## src/rtl/wake_seq_pkg.sv

```systemverilog
// Package: shared source encodings and constant helpers for the wake-up
// exit delay sequencer. Assumes all counts are small non-negative integers.
package wake_seq_pkg;

    // Clock source that was running before the wake event
    typedef enum logic [1:0] {
        PRIOR_STOPPED   = 2'd0,
        PRIOR_PRI_RUN   = 2'd1,
        PRIOR_SECONDARY = 2'd2,
        PRIOR_INTERNAL  = 2'd3
    } prior_src_e;

    // Clock source selected for execution after the wake event
    typedef enum logic [1:0] {
        NEW_CRYSTAL     = 2'd0,
        NEW_CRYSTAL_PLL = 2'd1,
        NEW_EXTERNAL    = 2'd2,
        NEW_INTERNAL    = 2'd3
    } new_src_e;

    // A requested count of zero is served as a single cycle
    function automatic int unsigned eff_cycles(input int unsigned n);
        return (n == 0) ? 1 : n;
    endfunction

    // Larger of two counts
    function automatic int unsigned max_cycles(input int unsigned a, input int unsigned b);
        return (a > b) ? a : b;
    endfunction

    // Bits needed to hold values 0..maxv
    function automatic int unsigned count_width(input int unsigned maxv);
        int unsigned w;
        w = 1;
        while ((64'd1 << w) <= 64'(maxv)) w++;
        return w;
    endfunction

endpackage

```

## src/rtl/wake_delay_timer.sv

```systemverilog
// Module: one down-counting delay timer.
// Loading length D at edge k makes fire_o high in the cycle before edge k+D,
// so a register sampling fire_o changes exactly at edge k+D.
// Assumes len_i is non-zero and that the owner never reloads a busy timer.
module wake_delay_timer #(
    parameter int unsigned CNT_W = 8
) (
    input  logic             clk,
    input  logic             rst_n,
    input  logic             load_i,
    input  logic [CNT_W-1:0] len_i,
    output logic             fire_o,
    output logic             busy_o
);

    logic [CNT_W-1:0] cnt_q;

    // Count down from the loaded length to zero
    always_ff @(posedge clk) begin
        if (!rst_n)             cnt_q <= '0;
        else if (load_i)        cnt_q <= len_i;
        else if (cnt_q != '0)   cnt_q <= cnt_q - 1'b1;
    end

    // Last counting cycle and activity indication
    always_comb begin
        fire_o = (cnt_q == CNT_W'(1));
        busy_o = (cnt_q != '0);
    end

    // the sequencer never restarts a timer that is still counting
    a_r9_no_reload: assert property (@(posedge clk) disable iff (!rst_n)
        load_i |-> !busy_o);

    // every loaded length is at least one cycle
    a_r10_len_nonzero: assert property (@(posedge clk) disable iff (!rst_n)
        load_i |-> (len_i != '0));

    // a one-cycle load fires in the very next cycle
    a_r10_one_cycle: assert property (@(posedge clk) disable iff (!rst_n)
        (load_i && len_i == CNT_W'(1)) |=> fire_o);

endmodule

```

## src/rtl/wake_delay_plan.sv

```systemverilog
// Module: combinational planner. From the prior/new source pair and the
// internal oscillator controls it chooses which timers to start, their
// lengths, and which status flags to set or clear at the wake edge.
// Assumes CNT_W holds the largest effective length.
module wake_delay_plan
    import wake_seq_pkg::*;
#(
    parameter int unsigned PREP_CYC = 8,
    parameter int unsigned OST_CYC  = 1024,
    parameter int unsigned PLL_CYC  = 256,
    parameter int unsigned STAB_CYC = 64,
    parameter int unsigned FREQ_W   = 3,
    parameter int unsigned CNT_W    = 12
) (
    input  logic [1:0]        prior_src_i,
    input  logic [1:0]        new_src_i,
    input  logic [FREQ_W-1:0] irc_freq_i,
    input  logic              irc_src_i,
    input  logic              int_stable_i,
    output logic [CNT_W-1:0]  exec_len_o,
    output logic              pri_load_o,
    output logic [CNT_W-1:0]  pri_len_o,
    output logic              stab_load_o,
    output logic [CNT_W-1:0]  stab_len_o,
    output logic              pri_set_o,
    output logic              pri_clr_o,
    output logic              int_clr_o
);

    localparam int unsigned P_E       = eff_cycles(PREP_CYC);
    localparam int unsigned O_E       = eff_cycles(OST_CYC);
    localparam int unsigned L_E       = eff_cycles(PLL_CYC);
    localparam int unsigned S_E       = eff_cycles(STAB_CYC);
    localparam int unsigned XTAL_LEN  = O_E;
    localparam int unsigned PLL_LEN   = O_E + L_E;
    localparam int unsigned EXEC_XTAL = max_cycles(P_E, XTAL_LEN);
    localparam int unsigned EXEC_PLL  = max_cycles(P_E, PLL_LEN);

    prior_src_e prior_s;
    new_src_e   new_s;
    logic       pri_kept;
    logic       irc_on;

    // Decode the source selections
    always_comb begin
        prior_s  = prior_src_e'(prior_src_i);
        new_s    = new_src_e'(new_src_i);
        pri_kept = (prior_s == PRIOR_PRI_RUN);
        irc_on   = (irc_freq_i != '0) || irc_src_i;
    end

    // Pick timer loads and flag actions for the source pair
    always_comb begin
        exec_len_o  = CNT_W'(P_E);
        pri_load_o  = 1'b0;
        pri_len_o   = CNT_W'(XTAL_LEN);
        stab_load_o = 1'b0;
        stab_len_o  = CNT_W'(S_E);
        pri_set_o   = 1'b0;
        pri_clr_o   = 1'b0;
        int_clr_o   = 1'b0;
        unique case (new_s)
            NEW_CRYSTAL: begin
                if (pri_kept) begin
                    pri_set_o = 1'b1;
                end else begin
                    exec_len_o = CNT_W'(EXEC_XTAL);
                    pri_clr_o  = 1'b1;
                    pri_load_o = 1'b1;
                    pri_len_o  = CNT_W'(XTAL_LEN);
                end
            end
            NEW_CRYSTAL_PLL: begin
                if (pri_kept) begin
                    pri_set_o = 1'b1;
                end else begin
                    exec_len_o = CNT_W'(EXEC_PLL);
                    pri_clr_o  = 1'b1;
                    pri_load_o = 1'b1;
                    pri_len_o  = CNT_W'(PLL_LEN);
                end
            end
            NEW_EXTERNAL: begin
                if (pri_kept) begin
                    pri_set_o = 1'b1;
                end else begin
                    pri_clr_o  = 1'b1;
                    pri_load_o = 1'b1;
                    pri_len_o  = CNT_W'(P_E);
                end
            end
            default: begin
                pri_clr_o = 1'b1;
                if (!irc_on) begin
                    int_clr_o = 1'b1;
                end else if (!(prior_s == PRIOR_INTERNAL && int_stable_i)) begin
                    int_clr_o   = 1'b1;
                    stab_load_o = 1'b1;
                end
            end
        endcase
    end

endmodule

```

## src/rtl/wake_exit_seq.sv

```systemverilog
// Module: top of the wake-up exit delay sequencer. Accepts a wake when no
// timer is active, starts the execution, primary-ready and stabilisation
// timers chosen by the planner, and owns the go pulse and status flags.
// Assumes all inputs are synchronous to clk.
module wake_exit_seq
    import wake_seq_pkg::*;
#(
    parameter int unsigned PREP_CYC = 8,
    parameter int unsigned OST_CYC  = 1024,
    parameter int unsigned PLL_CYC  = 256,
    parameter int unsigned STAB_CYC = 64,
    parameter int unsigned FREQ_W   = 3
) (
    input  logic              clk,
    input  logic              rst_n,
    input  logic              wake_i,
    input  logic [1:0]        prior_src_i,
    input  logic [1:0]        new_src_i,
    input  logic [FREQ_W-1:0] irc_freq_i,
    input  logic              irc_src_i,
    output logic              exec_go_o,
    output logic              pri_ready_o,
    output logic              int_stable_o
);

    localparam int unsigned CNT_W = count_width(eff_cycles(PREP_CYC) + eff_cycles(OST_CYC)
                                              + eff_cycles(PLL_CYC) + eff_cycles(STAB_CYC));
    localparam int unsigned NT     = 3;
    localparam int unsigned T_EXEC = 0;
    localparam int unsigned T_PRI  = 1;
    localparam int unsigned T_STAB = 2;

    logic [CNT_W-1:0] exec_len, pri_len, stab_len;
    logic             pri_load, stab_load, pri_set, pri_clr, int_clr;
    logic [NT-1:0]    t_load, t_fire, t_busy;
    logic [CNT_W-1:0] t_len [NT];
    logic             any_busy, accept;
    logic             go_q, pri_q, int_q;

    wake_delay_plan #(
        .PREP_CYC (PREP_CYC),
        .OST_CYC  (OST_CYC),
        .PLL_CYC  (PLL_CYC),
        .STAB_CYC (STAB_CYC),
        .FREQ_W   (FREQ_W),
        .CNT_W    (CNT_W)
    ) plan_i (
        .prior_src_i  (prior_src_i),
        .new_src_i    (new_src_i),
        .irc_freq_i   (irc_freq_i),
        .irc_src_i    (irc_src_i),
        .int_stable_i (int_q),
        .exec_len_o   (exec_len),
        .pri_load_o   (pri_load),
        .pri_len_o    (pri_len),
        .stab_load_o  (stab_load),
        .stab_len_o   (stab_len),
        .pri_set_o    (pri_set),
        .pri_clr_o    (pri_clr),
        .int_clr_o    (int_clr)
    );

    // Accept a wake only when the previous sequence has fully drained
    always_comb begin
        any_busy = |t_busy;
        accept   = wake_i && !any_busy;
    end

    // Route planner choices to the timer bank
    always_comb begin
        t_load[T_EXEC] = accept;
        t_load[T_PRI]  = accept && pri_load;
        t_load[T_STAB] = accept && stab_load;
        t_len[T_EXEC]  = exec_len;
        t_len[T_PRI]   = pri_len;
        t_len[T_STAB]  = stab_len;
    end

    for (genvar g = 0; g < NT; g++) begin : g_timer
        wake_delay_timer #(.CNT_W(CNT_W)) tmr_i (
            .clk    (clk),
            .rst_n  (rst_n),
            .load_i (t_load[g]),
            .len_i  (t_len[g]),
            .fire_o (t_fire[g]),
            .busy_o (t_busy[g])
        );
    end

    // Execution-enable pulse on expiry of the execution timer
    always_ff @(posedge clk) begin
        if (!rst_n) go_q <= 1'b0;
        else        go_q <= t_fire[T_EXEC];
    end

    // Primary-ready flag: set/clear at wake, set on primary timer expiry
    always_ff @(posedge clk) begin
        if (!rst_n)                  pri_q <= 1'b0;
        else if (accept && pri_set)  pri_q <= 1'b1;
        else if (accept && pri_clr)  pri_q <= 1'b0;
        else if (t_fire[T_PRI])      pri_q <= 1'b1;
    end

    // Internal-stable flag: clear at wake when needed, set on stabilisation expiry
    always_ff @(posedge clk) begin
        if (!rst_n)                  int_q <= 1'b0;
        else if (accept && int_clr)  int_q <= 1'b0;
        else if (t_fire[T_STAB])     int_q <= 1'b1;
    end

    assign exec_go_o    = go_q;
    assign pri_ready_o  = pri_q;
    assign int_stable_o = int_q;

    // execution enable lasts a single cycle
    a_r12_go_pulse: assert property (@(posedge clk) disable iff (!rst_n)
        exec_go_o |=> !exec_go_o);

    // a wake onto the internal oscillator drops primary-ready
    a_r8_pri_drop: assert property (@(posedge clk) disable iff (!rst_n)
        (accept && new_src_i == 2'd3) |=> !pri_ready_o);

    // a disabled internal oscillator never reports stable
    a_r7_int_off: assert property (@(posedge clk) disable iff (!rst_n)
        (accept && new_src_i == 2'd3 && irc_freq_i == '0 && !irc_src_i) |=> !int_stable_o);

    // an already-stable internal oscillator stays stable
    a_r6_int_keep: assert property (@(posedge clk) disable iff (!rst_n)
        (accept && new_src_i == 2'd3 && prior_src_i == 2'd3 && int_stable_o
         && (irc_freq_i != '0 || irc_src_i)) |=> int_stable_o);

    // primary kept running reports ready right after the wake
    a_r1_pri_kept: assert property (@(posedge clk) disable iff (!rst_n)
        (accept && prior_src_i == 2'd1 && new_src_i != 2'd3) |=> pri_ready_o);

    // reset clears every output on the next edge
    a_r11_reset: assert property (@(posedge clk)
        !rst_n |=> (!exec_go_o && !pri_ready_o && !int_stable_o));

endmodule

```

## config.mk

```make
export PLATFORM = sky130hd
export DESIGN_NAME = wake_exit_seq
export DESIGN_NICKNAME = d
export VERILOG_FILES = /design/src/rtl/wake_seq_pkg.sv /design/src/rtl/wake_delay_timer.sv /design/src/rtl/wake_delay_plan.sv /design/src/rtl/wake_exit_seq.sv
export SDC_FILE = /design/constraint.sdc
export NUM_CORES = 1
export LEC_CHECK = 0
export ABC_AREA = 1
export BUFFER_PORTS_ARGS = -buffer_cell sky130_fd_sc_hd__buf_2
export CORE_MARGIN = 1
export CORE_UTILIZATION = 45
export DETAILED_ROUTE_END_ITERATION = 10
export PLACE_DENSITY = 0.61
export SLEW_MARGIN = 20
export SYNTH_ARGS = -nofsm -noshare
export SYNTH_HDL_FRONTEND = slang
export SYNTH_HIERARCHICAL = 1
export SYNTH_SLANG_ARGS = --single-unit
```

## constraint.sdc

```tcl
create_clock -name clk -period 2.1 [get_ports clk]
set_input_delay 0.105 -clock clk [delete_from_list [all_inputs] [get_ports clk]]
set_output_delay 0.105 -clock clk [all_outputs]
set_load 0.03 [all_outputs]
```

[After elaboration in Yosys (flattened, before gate mapping)]
Cells that the tools add are included.
Operators by class
  bitwise operators: 1
  equality and inequality tests: 7
  reductions and logical operators: 22
  mux-type cells: 25
  add/subtract/negate cells: 3
Operators by type and width (number)
  11-bit 2-to-1 mux: 7
  11-bit case mux with 2 select lines: 2
  11-bit by 1-bit equality test with 1-bit output, second input constant: 3
  11-bit nonzero test: 3
  11-bit by 1-bit subtractor with 11-bit output, second input constant: 3
  7-bit 2-to-1 mux: 2
  1-bit 2-to-1 mux: 13
  9-bit 2-to-1 mux: 1
  1-bit logical AND: 7
  2-bit nonzero test: 3
  3-bit nonzero test: 2
  3-bit OR reduction: 2
  2-bit by 1-bit equality test with 1-bit output, second input constant: 2
  2-bit equality test, second input constant: 2
  2-bit OR reduction: 2
  2-bit logical NOT: 1
  1-bit logical NOT: 1
  1-bit logical OR: 1
  1-bit inverter: 1
Word-level totals
  register bits after elaboration: 36
  bits of input ports: 11

[Longest topological paths before layout]
Gate-level depths: netlist (run 1).
  depth in word-level cells: 7
  mapped depth: 14
  mapped depth without buffers: 13

[Modules after synthesis]
The synthesis (run 1) kept the hierarchy.
Modules (own cells, without submodules)
  wake_delay_timer: area each 718.2 sq um, times used 3, sequential area each 220.2 sq um, cells each 112
  wake_delay_plan: area each 421.7 sq um, times used 1, sequential area each 0.0 sq um, cells each 69
  wake_exit_seq: area each 156.4 sq um, times used 1, sequential area each 60.1 sq um, cells each 25

[Worst setup path before layout (run 1)]
OpenSTA, ideal clock, no wires.
  path kind: reg-to-reg
  start point: register g_timer[1].tmr_i.cnt_q[0]
  end point: register g_timer[2].tmr_i.cnt_q[8]
  period minus slack after synthesis: 1.870 ns
  slack: 0.230 ns
  stages on the path, launching flop included: 14
  data arrival time: 1.792 ns
  cells stage by stage: dfxtp_1 -> inv_1 -> ha_1 -> nand2_2 -> nor2_4 -> nand3_4 -> nor2_2 -> nand2_2 -> nor2_1 -> inv_1 -> buf_4 -> nand4_1 -> nand2_1 -> nor3_1
On the way
  word-level cells in the longest chain between the ends: 6
RTL lines
  start: declaration: line wake_delay_timer.sv:16  | logic [CNT_W-1:0] cnt_q;
  start signal: assignment: line wake_delay_timer.sv:21  | else if (load_i) cnt_q <= len_i;
  start signal: assignment: line wake_delay_timer.sv:22  | else if (cnt_q != '0) cnt_q <= cnt_q - 1'b1;
  11-bit nonzero test: line wake_delay_timer.sv:28  | busy_o = (cnt_q != '0);
  via t_busy[1]: line wake_exit_seq.sv:35  | logic [NT-1:0] t_load, t_fire, t_busy;
  3-bit OR reduction: line wake_exit_seq.sv:65  | any_busy = |t_busy;
  1-bit logical NOT: line wake_exit_seq.sv:66  | accept = wake_i && !any_busy;
  1-bit logical AND: line wake_exit_seq.sv:66
  1-bit logical AND: line wake_exit_seq.sv:73  | t_load[T_STAB] = accept && stab_load;
  via t_load[2]: line wake_exit_seq.sv:35
  2-bit OR reduction (no source line)
  end signal: assignment: line wake_delay_timer.sv:21
  end signal: assignment: line wake_delay_timer.sv:22
  end: declaration: line wake_delay_timer.sv:16
The timed path passes the listed nets, and every way through them passes these cells.
A chain may end at the register's enable or synchronous reset.

[Worst setup path in the final report (run 1)]
  start point: register g_timer[0].tmr_i.cnt_q[1]
  end point: register g_timer[1].tmr_i.cnt_q[7]
On the way
  word-level cells in the longest chain between the ends: 6
RTL lines
  start: declaration: line wake_delay_timer.sv:16
  start signal: assignment: line wake_delay_timer.sv:21
  start signal: assignment: line wake_delay_timer.sv:22
  11-bit nonzero test *: line wake_delay_timer.sv:28
  via t_busy[0]: line wake_exit_seq.sv:35
  3-bit OR reduction *: line wake_exit_seq.sv:65
  1-bit logical NOT *: line wake_exit_seq.sv:66
  1-bit logical AND *: line wake_exit_seq.sv:66
  1-bit logical AND *: line wake_exit_seq.sv:72  | t_load[T_PRI] = accept && pri_load;
  via t_load[1]: line wake_exit_seq.sv:35
  11-bit 2-to-1 mux / 2-bit nonzero test (equally long branches)
Mark *: on every way through the listed nets, which the timed path passes. The rest lies on a longest branch.

==> impl_results.md, run 1 <==
- Nets: around 480
- Unique masters post-synth: 25
- First-pass GRT wire length: approximately 10000 microns
- Die ar.: 0.00639 sq mm
- Core area: ~0.0059 sq mm
- Overall Power: a little over 4000 uW
- Rows: 28
- Max capacitance violation total: 0
- Final hold violations: 0
- Syn Inst Count: 430
- Area grow syn2layout: 9.57%
- CTS tree: yes
- Clock sinks: 36
- Cell Area, Synth: approximately 0.0027 sq mm
- Die height: 79.9 microns
- Clk buf depth: 2
- Post-route ant nets: 0
- Via Count: approximately 2500
- Lkg Pwr: between 0.0015 and 0.002 uW
- Root buf cell: clkbuf_8
- Seq/Total Area, Yosys: a little over a quarter
- Worst-Skew Late Latency: roughly 0.29 ns
- Max IR drop VDD: roughly 0.54 mV
- Fin. max-slew vios: 0
- Initial antenna violation count: 0
- Antenna diodes: 0
- Final wirelength: ~5800 microns
- Post-layout min period: between 1.5 and 2 ns
- CP required: 2.32 ns
- I/O pins: 14
- Commonest cells after routing, fill and taps aside: 81 x nand2_1, 72 x nor2_1, 60 x inv_1
- Pre-Repair DR Iteration Count: 4
- Fin Clk Skew: 0.00917 ns
- Avg Synthesized Cell Area: around 6.4 sq um
- Fin Hold WS: 0.180 ns
- Synth area leaders: dfxtp_1 26%, nand2_1 11%, nor2_1 10%
- Final period util: a little over nine tenths
- Port Buf Inserts: 13
- Flops & latches, synth: 36
- Outcome: finished clean
- Vias in the first global route: 2331
- Post-synth top area share: 26.4%
- Routability cong.: between 0.8 and 0.9
- All-Layer GR Usage: between 10% and 20%
- Reg2Reg Setup Slack: approximately 0.13 ns
- Share of cells above drive strength 1: ~15%
- FMAX: about 510 MHz
- Final setup vio count: 0
- Clk slew on worst S/H paths: roughly 0.08 ns
- WS Path Type: reg2reg
- Most common cell after layout, fill and taps aside: nand2_1
- H-Tree Level Count: 2
- DPL Wire Length: roughly 4400 microns
- Worst min-delay path category: in2reg
- Initial Util: around 46%
- Routed wire per std cell: 10.9 microns
- Drc violations: 0
- Num CTS Buffers: 5
- Startpoint types: flop
- Initial drt markers: roughly 110
- Remaining Overflow, GRT: 0
- Synth warn: 6
- Worst Path Arrival: around 2.2 ns
- Synth area leader: dfxtp_1
- Largest net degree at the start of global routing: 14
- CTS Hold Buffers Added: 0
- Worst-path fanout max: 12
- Die W: 79.9 microns
- Filler Cell Count: ~620
- Pwr/cell area: between 1000 and 1500 mW/mm^2
- Via-per-instance ratio: 4.63
- Worst setup EP type: flop
path summary, 6_finish.rpt:
kind,end,cells past startpoint,start
worst min-delay path,exec_go_o,3,rst_n
worst max register to register,g_timer[1].tmr_i/cnt_q[7],13,g_timer[0].tmr_i/cnt_q[1]
worst max-delay path,g_timer[1].tmr_i/cnt_q[7],13,g_timer[0].tmr_i/cnt_q[1]
worst min register to register,g_timer[1].tmr_i/cnt_q[10],2,g_timer[1].tmr_i/cnt_q[10]
layer usage:
metal	GRT usage, %	routed length (microns)	up-vias
met4	6.61	85	0
met2	36.8	2860	33
met1	22.7	2670	1076
met3	4.00	183	11
met5	0	0	-
li1	-	-	1333
cell families after synthesis:
family | after synthesis | synth area share, %
AND/OR/NAND/NOR | 224 | 37.4
other | 2 | 0.275
buffers and inverters | 100 | 18.0
XOR/XNOR | 12 | 3.85
flip-flops | 36 | 26.4
AO/OA/AOI/OAI | 45 | 9.07
adder cells (fa/ha/maj) | 11 | 5.04
Yosys cell counts:
master,instances
nand3_1,28
a21oi_1,10
conb_1,2
o211ai_1,3
xor2_1,12
nand2_2,5
nor2_4,3
buf_2,3
nor3_1,4
nor2_1,74
dfxtp_1,36
nor2_2,13
clkinv_1,3
or2_2,1
a21oi_2,3
nor4_1,3
nand3_4,3
o21ai_2,1
o21ai_0,28
inv_2,1
ha_1,11
nand4_1,9
nand2_1,81
inv_1,63
buf_4,30
cell type report:
class / count / area [sq um] / area share, %
multi-input cells: 319 / 1650 / 55.1
flip-flops and latches: 36 / 721 / 24.1
inverters: 67 / 260 / 8.69
repair buffers: 25 / 166 / 5.56
clock buffers: 7 / 96.3 / 3.22
well taps: 75 / 93.8 / 3.13
repair inverters: 1 / 7.51 / 0.251
power breakdown:
part	internal (uW)	switching [uW]
logic	921	1470
clock network	292	249
registers	920	194
total	2130	1910
timing repair:
| action | CTS | global route |
|---|---|---|
| endpoints found under the setup margin | 2 | 23 |
| pin swaps | 1 | 5 |
| resized for setup | 1 | 18 |
| buffers inserted | 0 | 2 |
| gates cloned | 0 | 1 |
per-stage QoR:
step / setup WS [ns] / instances / setup TNS, ns / area [sq um] / util (%)
after detailed placement: -0.00645 / 520 / -0.00645 / 2820 / 47.9
after global placement: 0.0339 / 520 / 0 / 2820 / 47.9
after CTS: 0.0546 / 527 / 0 / 2920 / 49.6
after floorplan: 0.230 / 455 / 0 / 2830 / -
after global routing: -0.0276 / 530 / -0.0780 / 2990 / 50.9
final: 0.126 / 530 / 0 / 2990 / 50.9
flip-flops by register name (all words and copies together) (netlist names):
| signal | cells |
|---|---|
| exec_go_o | 1 |
| g_timer.tmr_i/cnt_q | 33 |
| int_stable_o | 1 |
| pri_ready_o | 1 |
critical path: stages, from the launching register on:
cell,delay [ns]
dfxtp_1,0.32
inv_1,0.08
ha_2,0.20
nand2_2,0.08
nor2_4,0.15
nand3_4,0.13
nor2_4,0.18
nand2_4,0.10
nor2_4,0.14
inv_4,0.08
nand4_1,0.20
buf_4,0.14
nand2_1,0.04
nor2_1,0.06
No activity file was read; power rests on OpenSTA's default activity.
==> run 2, diff against run 1 <==
--- a/config.mk
+++ b/config.mk
@@ -5,12 +5,12 @@
 export SDC_FILE = /design/constraint.sdc
 export NUM_CORES = 1
 export LEC_CHECK = 0
-export ABC_AREA = 1
 export BUFFER_PORTS_ARGS = -buffer_cell sky130_fd_sc_hd__buf_2
 export CORE_MARGIN = 1
 export CORE_UTILIZATION = 45
 export DETAILED_ROUTE_END_ITERATION = 10
-export PLACE_DENSITY = 0.61
+export MAX_ROUTING_LAYER = met4
+export PLACE_DENSITY = 0.63
 export SLEW_MARGIN = 20
 export SYNTH_ARGS = -nofsm -noshare
 export SYNTH_HDL_FRONTEND = slang
==> constraint.sdc (replaced) <==
create_clock -name clk -period 1.7 [get_ports clk]
set_input_delay 0.085 -clock clk [delete_from_list [all_inputs] [get_ports clk]]
set_output_delay 0.085 -clock clk [all_outputs]
set_load 0.03 [all_outputs]
==> impl_results.md, run 2 <==
- Clock sinks: 36 (unchanged)
- CTS tree: yes
- Routed wire per std cell: 14.2 microns (+30%)
- Pwr/cell area: 1690 mW/mm^2 (+25%)
- Outcome: complete, but fails checks
- Via Count: 2537 (+3.4%)
- Lkg Pwr: 0.00169 uW (+11%)
- Slowest stage delay, CP: 0.37 ns (+0.05 ns)
- Core area: 0.00517 sq mm (-12%)
- Synth warn: 6 (unchanged)
- Largest register by flop count: g_timer.tmr_i/cnt_q
- Worst Path Arrival: 2.21 ns (about the same)
- Syn Inst Count: 296 (-31%)
- FMAX: 491 MHz (-3.1%)
- Cell Area, Synth: 0.00244 sq mm (-11%)
- Worst setup EP type: flop
- Ys flop type: dfxtp_1
- Post-synth top cells: 36 x dfxtp_1, 27 x buf_4, 25 x nand3_1, 21 x nand2_1
- Fraction of registers with async set/reset: 0% (unchanged)
- Area grow syn2layout: 51.3%
- Top-count cell post-synth: dfxtp_1
- Commonest cells after routing, fill and taps aside: 85 x buf_4, 29 x dfxtp_1, 27 x conb_1
- Post-route ant nets: 0 (unchanged)
- Non-Filler Instances: 477 (-10%)
- Initial Util: 47.2% (+0.77 points)
- Die height: 75.7 microns (-5.3%)
- Final period util: 120% (+26 points)
- Placed cells: 452 (-13%)
- CP Buf/Inv Count: 2 (-1)
- Slowest cell on the critical path: nor4b_4
- CP Cell Sequence: inv_2 -> ha_4 -> nor3b_4 -> nand3_4 -> nor4b_4 -> and2_4 -> clkinv_8 -> nand2_4 -> a31oi_1 -> a32o_1
- Final setup margin: -0.338 ns (-0.464 ns)
- Initial antenna violation count: 0 (unchanged)
- Remaining Overflow, GRT: 0 (unchanged)
- Worst-path fanout max: 5 (-7)
- Startpoint types: flop
- Cell family with most CP delay: simple AND/OR/NAND/NOR gates
- H-Tree Level Count: 2 (unchanged)
- Fin Clk Skew: 0.00982 ns (+0.000645 ns)
- Largest net degree at the start of global routing: 14 (unchanged)
- Routability cong.: 0.852 (-3.2%)
- Pre-Repair DR Iteration Count: 4 (unchanged)
- Fin Hold WS: 0.202 ns (+0.0223 ns)
- Post-layout min period: 2.04 ns (+0.0637 ns)
- Nets: 428 (-10%)
- DPL Wire Length: 4800 microns (+9.4%)
- I/O pins: 14 (unchanged)
- Worst-Skew Late Latency: 0.29 ns (about the same)
- Unique masters post-synth: 43 (+72%)
- Num CTS Buffers: 5 (unchanged)
- Final setup vio count: 35 (+35)
- Post-synth top area share: 29.5% (+3.1 points)
- Share of cells above drive strength 1: 47.9% (+33 points)
- Worst min-delay path category: in2reg
- Post-synth EDFFs: 0 (unchanged)
- WS Path Type: reg2reg
- All-Layer GR Usage: 25.0% (+5.0 points)
- Root buf cell: clkbuf_8
- Max capacitance violation total: 0 (unchanged)
- Drc violations: 0 (unchanged)
- Seq/Total Area, Yosys: 29.5% (+3.1 points)
- Clk buf depth: 2 (unchanged)
- Port Buf Inserts: 13 (unchanged)
- Clk slew on worst S/H paths: 0.08 ns (about the same)
- Rows: 26 (-7.1%)
- Antenna diodes: 0 (unchanged)
- Initial drt markers: 92 (-13%)
- Die W: 75.7 microns (-5.3%)
- Die ar.: 0.00572 sq mm (-10%)
- Via-per-instance ratio: 5.32 (+15%)
- CP required: 1.88 ns (-0.44 ns)
- RSZ-0062 raised after global routing: yes
- Failing checks: negative setup slack
- Avg Synthesized Cell Area: 8.25 sq um (+30%)
- Final hold violations: 0 (unchanged)
- Fin. max-slew vios: 0 (unchanged)
- Flops & latches, synth: 36 (unchanged)
- Final wirelength: 6770 microns (+17%)
- First-pass GRT wire length: 10300 microns (+4.3%)
- Max IR drop VDD: 0.898 mV (+66%)
- DP Worst Slack: -0.351 ns (-0.344 ns)
- CTS Hold Buffers Added: 0 (unchanged)
- Synth area leader: dfxtp_1
- Vias in the first global route: 2285 (-2.0%)
- Number of flip-flops in the largest register: 33 (unchanged)
- Synth area leaders: dfxtp_1 30%, buf_4 8.3%, ha_1 5.6%
- Most common cell after layout, fill and taps aside: buf_4
==> run 2: power breakdown <==
group          internal (uW)  switching, uW  leakage (uW)
Clock                    435            314     0.0000552
Sequential              1140            203      0.000297
Combinational           2210           1950       0.00133
Total                   3780           2470       0.00169
==> run 2: worst paths after layout <==
check                                                from  depth (start not counted)                         to  slack (ns)
worst min-delay path                                rst_n                          3  g_timer[1].tmr_i/cnt_q[9]        0.20
worst max register to register  g_timer[0].tmr_i/cnt_q[0]                         10  g_timer[2].tmr_i/cnt_q[1]       -0.34
worst min register to register  g_timer[2].tmr_i/cnt_q[0]                          3  g_timer[2].tmr_i/cnt_q[0]        0.55
worst max-delay path            g_timer[0].tmr_i/cnt_q[0]                         10  g_timer[2].tmr_i/cnt_q[1]       -0.34
==> run 2: tightest hold or removal path: cells and delay by family <==
kind            cells  cell delay [ns]
buf+inv             1             0.21
compound gates      2             0.15
==> run 2: routing by layer <==
layer  vias to the layer above  global-route usage, %  part of all wire [%]
met5                         -                      -                     0
met4                         0                   8.44                   1.0
met3                         8                   4.23                   4.8
met2                        80                   39.4                    50
met1                      1183                   32.5                    45
li1                       1266                      -                     -
==> run 2: per-stage QoR <==
step | area, sq um | utilization, % | setup TNS, ns | total power (uW)
3_5_place_dp | 3250 | 62.9 | -9.07 | 4970
4_1_cts | 3460 | 66.8 | -7.23 | 5840
6_report | 3690 | 71.4 | -8.27 | 6240
2_1_floorplan | 2770 | - | -12.13 | 3550
3_3_place_gp | 3250 | 62.9 | -8.42 | 4910
5_1_grt | 3690 | 71.4 | -11.12 | 6690
==> run 2: what timing repair did <==
action	4_1_cts	5_1_grt
cloned	1	1
pin swaps	6	24
buffers inserted	5	11
endpoints found under the setup margin	34	35
resized for setup	12	40
==> run 2: cell families (layout without fill, tap and decap cells) <==
logic type	count (synthesis)	in the layout	share of synthesized area [%]
AO/OA/AOI/OAI	69	69	20.6
XOR/XNOR	9	9	3.23
adder cells (fa/ha/maj)	11	11	5.64
buffers and inverters	45	131	11.1
flip-flops	36	36	29.5
multiplexers	3	3	1.23
other	2	27	0.308
AND/OR/NAND/NOR	121	121	28.4
==> run 2: final cells by class <==
class                      count  area (sq um)
clock buffer                   6          72.6
timing repair inverter         2          20.0
fill                         374          1480
timing repair buffer         109           836
tap                           70          87.6
multi-input combinational    240          1830
sequential                    36           729
inverter                      12          82.6
clock inverter                 2          35.0
==> run 3, diff against run 2 <==
--- a/config.mk
+++ b/config.mk
@@ -9,7 +9,6 @@
 export CORE_MARGIN = 1
 export CORE_UTILIZATION = 45
 export DETAILED_ROUTE_END_ITERATION = 10
-export MAX_ROUTING_LAYER = met4
 export PLACE_DENSITY = 0.63
 export SLEW_MARGIN = 20
 export SYNTH_ARGS = -nofsm -noshare
==> impl_results.md, run 3 (synthesis results as in run 2) <==
- Outcome: complete, but fails checks
- Failing checks: negative setup slack
- P_int: 3780 uW (about the same)
- Startpoint types: flop
- Pwr/cell area: 1690 mW/mm^2 (about the same)
- Non-Filler Instances: 477 (unchanged)
- Slowest stage delay, CP: 0.37 ns (about the same)
- Largest register by flop count: g_timer.tmr_i/cnt_q
- Routability cong.: 0.839 (-1.5%)
- Core area: 0.00517 sq mm (unchanged)
- Remaining Overflow, GRT: 0 (unchanged)
- Slowest cell on the critical path: nor4b_4
- Reg2Reg Setup Slack: -0.34 ns (about the same)
- Final hold violations: 0 (unchanged)
- Vias in the first global route: 2291 (+0.26%)
- RR Startpoint: g_timer[0].tmr_i/cnt_q[0]
- Nets: 428 (unchanged)
- Routed wire per std cell: 14.2 microns (about the same)
- Placed cells: 452 (unchanged)
- Final wirelength: 6770 microns (about the same)
- Die W: 75.7 microns (unchanged)
- WS Path Type: reg2reg
- Worst-path fanout max: 5 (unchanged)
- Final setup margin: -0.343 ns (-0.00573 ns)
- Fin Clk Skew: 0.00955 ns (-0.000266 ns)
- Combinational power share: 66.6% (about the same)
- Die height: 75.7 microns (unchanged)
- Root buf cell: clkbuf_8
- Worst Path Arrival: 2.22 ns (about the same)
- Die ar.: 0.00572 sq mm (unchanged)
- Initial Util: 47.2% (unchanged)
- Largest net degree at the start of global routing: 14 (unchanged)
- Share of cells above drive strength 1: 47.9% (unchanged)
- Max capacitance violation total: 0 (unchanged)
- Worst setup EP type: flop
- Final setup vio count: 35 (unchanged)
- Rows: 26 (unchanged)
- Post-place instance area: 0.00325 sq mm (unchanged)
- Worst-Skew Late Latency: 0.29 ns (about the same)
- DP Worst Slack: -0.351 ns (unchanged)
- Initial drt markers: 116 (+26%)
- Clock share of power: 11.9% (about the same)
- CTS tree: yes
- Hold Startpoint: rst_n
- Hold path depth: 3 (unchanged)
- Antenna diodes: 0 (unchanged)
- Pre-Repair DR Iteration Count: 5 (+1)
- Worst min-delay path category: in2reg
- Number of flip-flops in the largest register: 33 (unchanged)
- CP required: 1.88 ns (about the same)
- Most common cell after layout, fill and taps aside: buf_4
- Reg-to-Reg End: g_timer[2].tmr_i/cnt_q[1]
- Area grow syn2layout: 51.3% (unchanged)
- P_sw: 2460 uW (-0.22%)
- Via-per-instance ratio: 5.31 (-0.24%)
- DPL Wire Length: 4800 microns (unchanged)
- Seq pwr share: 21.5% (about the same)
- Drc violations: 0 (unchanged)
- Clock sinks: 36 (unchanged)
- Net Sw Frac: 39.5% (-0.049 points)
- Lkg Pwr: 0.00169 uW (unchanged)
- Initial antenna violation count: 0 (unchanged)
- Final instance area: 0.00369 sq mm (unchanged)
- RSZ-0062 raised after global routing: yes
- All-Layer GR Usage: 24.2% (-0.78 points)
- Clk slew on worst S/H paths: 0.07 ns (about the same)
- GR peak layer: met2
- Worst-case reg-to-reg path depth: 10 (unchanged)
- First-pass GRT wire length: 10300 microns (about the same)
- I/O pins: 14 (unchanged)
- Fin. max-slew vios: 0 (unchanged)
- Max IR drop VDD: 0.901 mV (+0.34%)
- Via Count: 2531 (-0.24%)
- FMAX: 489 MHz (-0.28%)
- Setup TNS: -8.48 ns (-0.215 ns)
- Overall Power: 6240 uW (about the same)
- GR Util met3: 4.23% (unchanged)
- Final period util: 120% (+0.34 points)
- Clk buf depth: 2 (unchanged)
- Met1 usage: 32.4% (-0.081 points)
- CP Cell Sequence: inv_2 -> ha_4 -> nor3b_4 -> nand3_4 -> nor4b_4 -> and2_4 -> clkinv_8 -> nand2_4 -> a31oi_1 -> a32o_1
- Met2 usage: 39.4% (unchanged)
- Commonest cells after routing, fill and taps aside: 85 x buf_4, 29 x dfxtp_1, 27 x conb_1
- Post-layout min period: 2.04 ns (+0.00573 ns)
- Hold path endpoint: g_timer[1].tmr_i/cnt_q[9]
- Port Buf Inserts: 13 (unchanged)
- Post-route ant nets: 0 (unchanged)
- CTS Hold Buffers Added: 0 (unchanged)
- H-Tree Level Count: 2 (unchanged)
- Num CTS Buffers: 5 (unchanged)
-- run 3: cell counts in the layout (fill, tap and decap cells not counted) --
No cell type changed its count.
-- run 3: worst max path at each step --
stage,startpoint,end,slack [ns]
after floorplan,g_timer[2].tmr_i/cnt_q[1],g_timer[1].tmr_i/cnt_q[1],-0.53
final,g_timer[0].tmr_i/cnt_q[0],g_timer[2].tmr_i/cnt_q[1],-0.34
after CTS,g_timer[1].tmr_i/cnt_q[4],g_timer[2].tmr_i/cnt_q[1],-0.29
after detailed placement,g_timer[2].tmr_i/cnt_q[4],g_timer[2].tmr_i/cnt_q[1],-0.35
after global placement,g_timer[2].tmr_i/cnt_q[4],g_timer[1].tmr_i/cnt_q[1],-0.32
after global routing,g_timer[0].tmr_i/cnt_q[0],g_timer[2].tmr_i/cnt_q[1],-0.42
-- run 3: repair_timing --
action                                  4_1_cts  5_1_grt
pin swaps                                     6       24
gates cloned                                  1        1
endpoints found under the setup margin       34       35
gates resized for setup                      12       40
setup buffers                                 5       11
-- run 3: worst max-delay path, delay by kind of cell, from the launching register on --
family,cells,cell delay (ns)
DFF,1,0.33
buffers and inverters,2,0.14
and+or+nand+nor,5,1.06
AOI/OAI and AO/OA,2,0.26
adders and majority gates,1,0.14
-- run 3: area by class of cell --
cell class                 count  area (sq um)
sequential                    36           729
timing repair inverter         2          20.0
tap                           70          87.6
timing repair buffer         109           836
clock buffer                   6          72.6
multi-input combinational    240          1830
inverter                      12          82.6
clock inverter                 2          35.0
fill                         373          1480
-- run 3: metal layers --
| layer | part of all wire, % | vias to the layer above |
|---|---|---|
| met3 | 4.0 | 4 |
| li1 | - | 1262 |
| met4 | 0.87 | 0 |
| met1 | 45 | 1191 |
| met2 | 50 | 74 |
| met5 | 0 | - |
-- run 3: power groups by stage --
stage / Clock (uW) / Sequential (uW) / Combinational, uW
2_1_floorplan: 0 / 1460 / 2090
3_3_place_gp: 0 / 1310 / 3610
3_5_place_dp: 0 / 1310 / 3660
4_1_cts: 762 / 1320 / 3770
5_1_grt: 806 / 1370 / 4500
6_report: 745 / 1340 / 4150
-- run 3: stage by stage --
| step | hold WS (ns) | utilization (%) |
|---|---|---|
| 4_1_cts | 0.180 | 66.8 |
| 6_report | 0.206 | 71.4 |
| 5_1_grt | 0.207 | 71.4 |
| 3_5_place_dp | 0.490 | 62.9 |
| 3_3_place_gp | 0.484 | 62.9 |
| 2_1_floorplan | 0.207 | - |
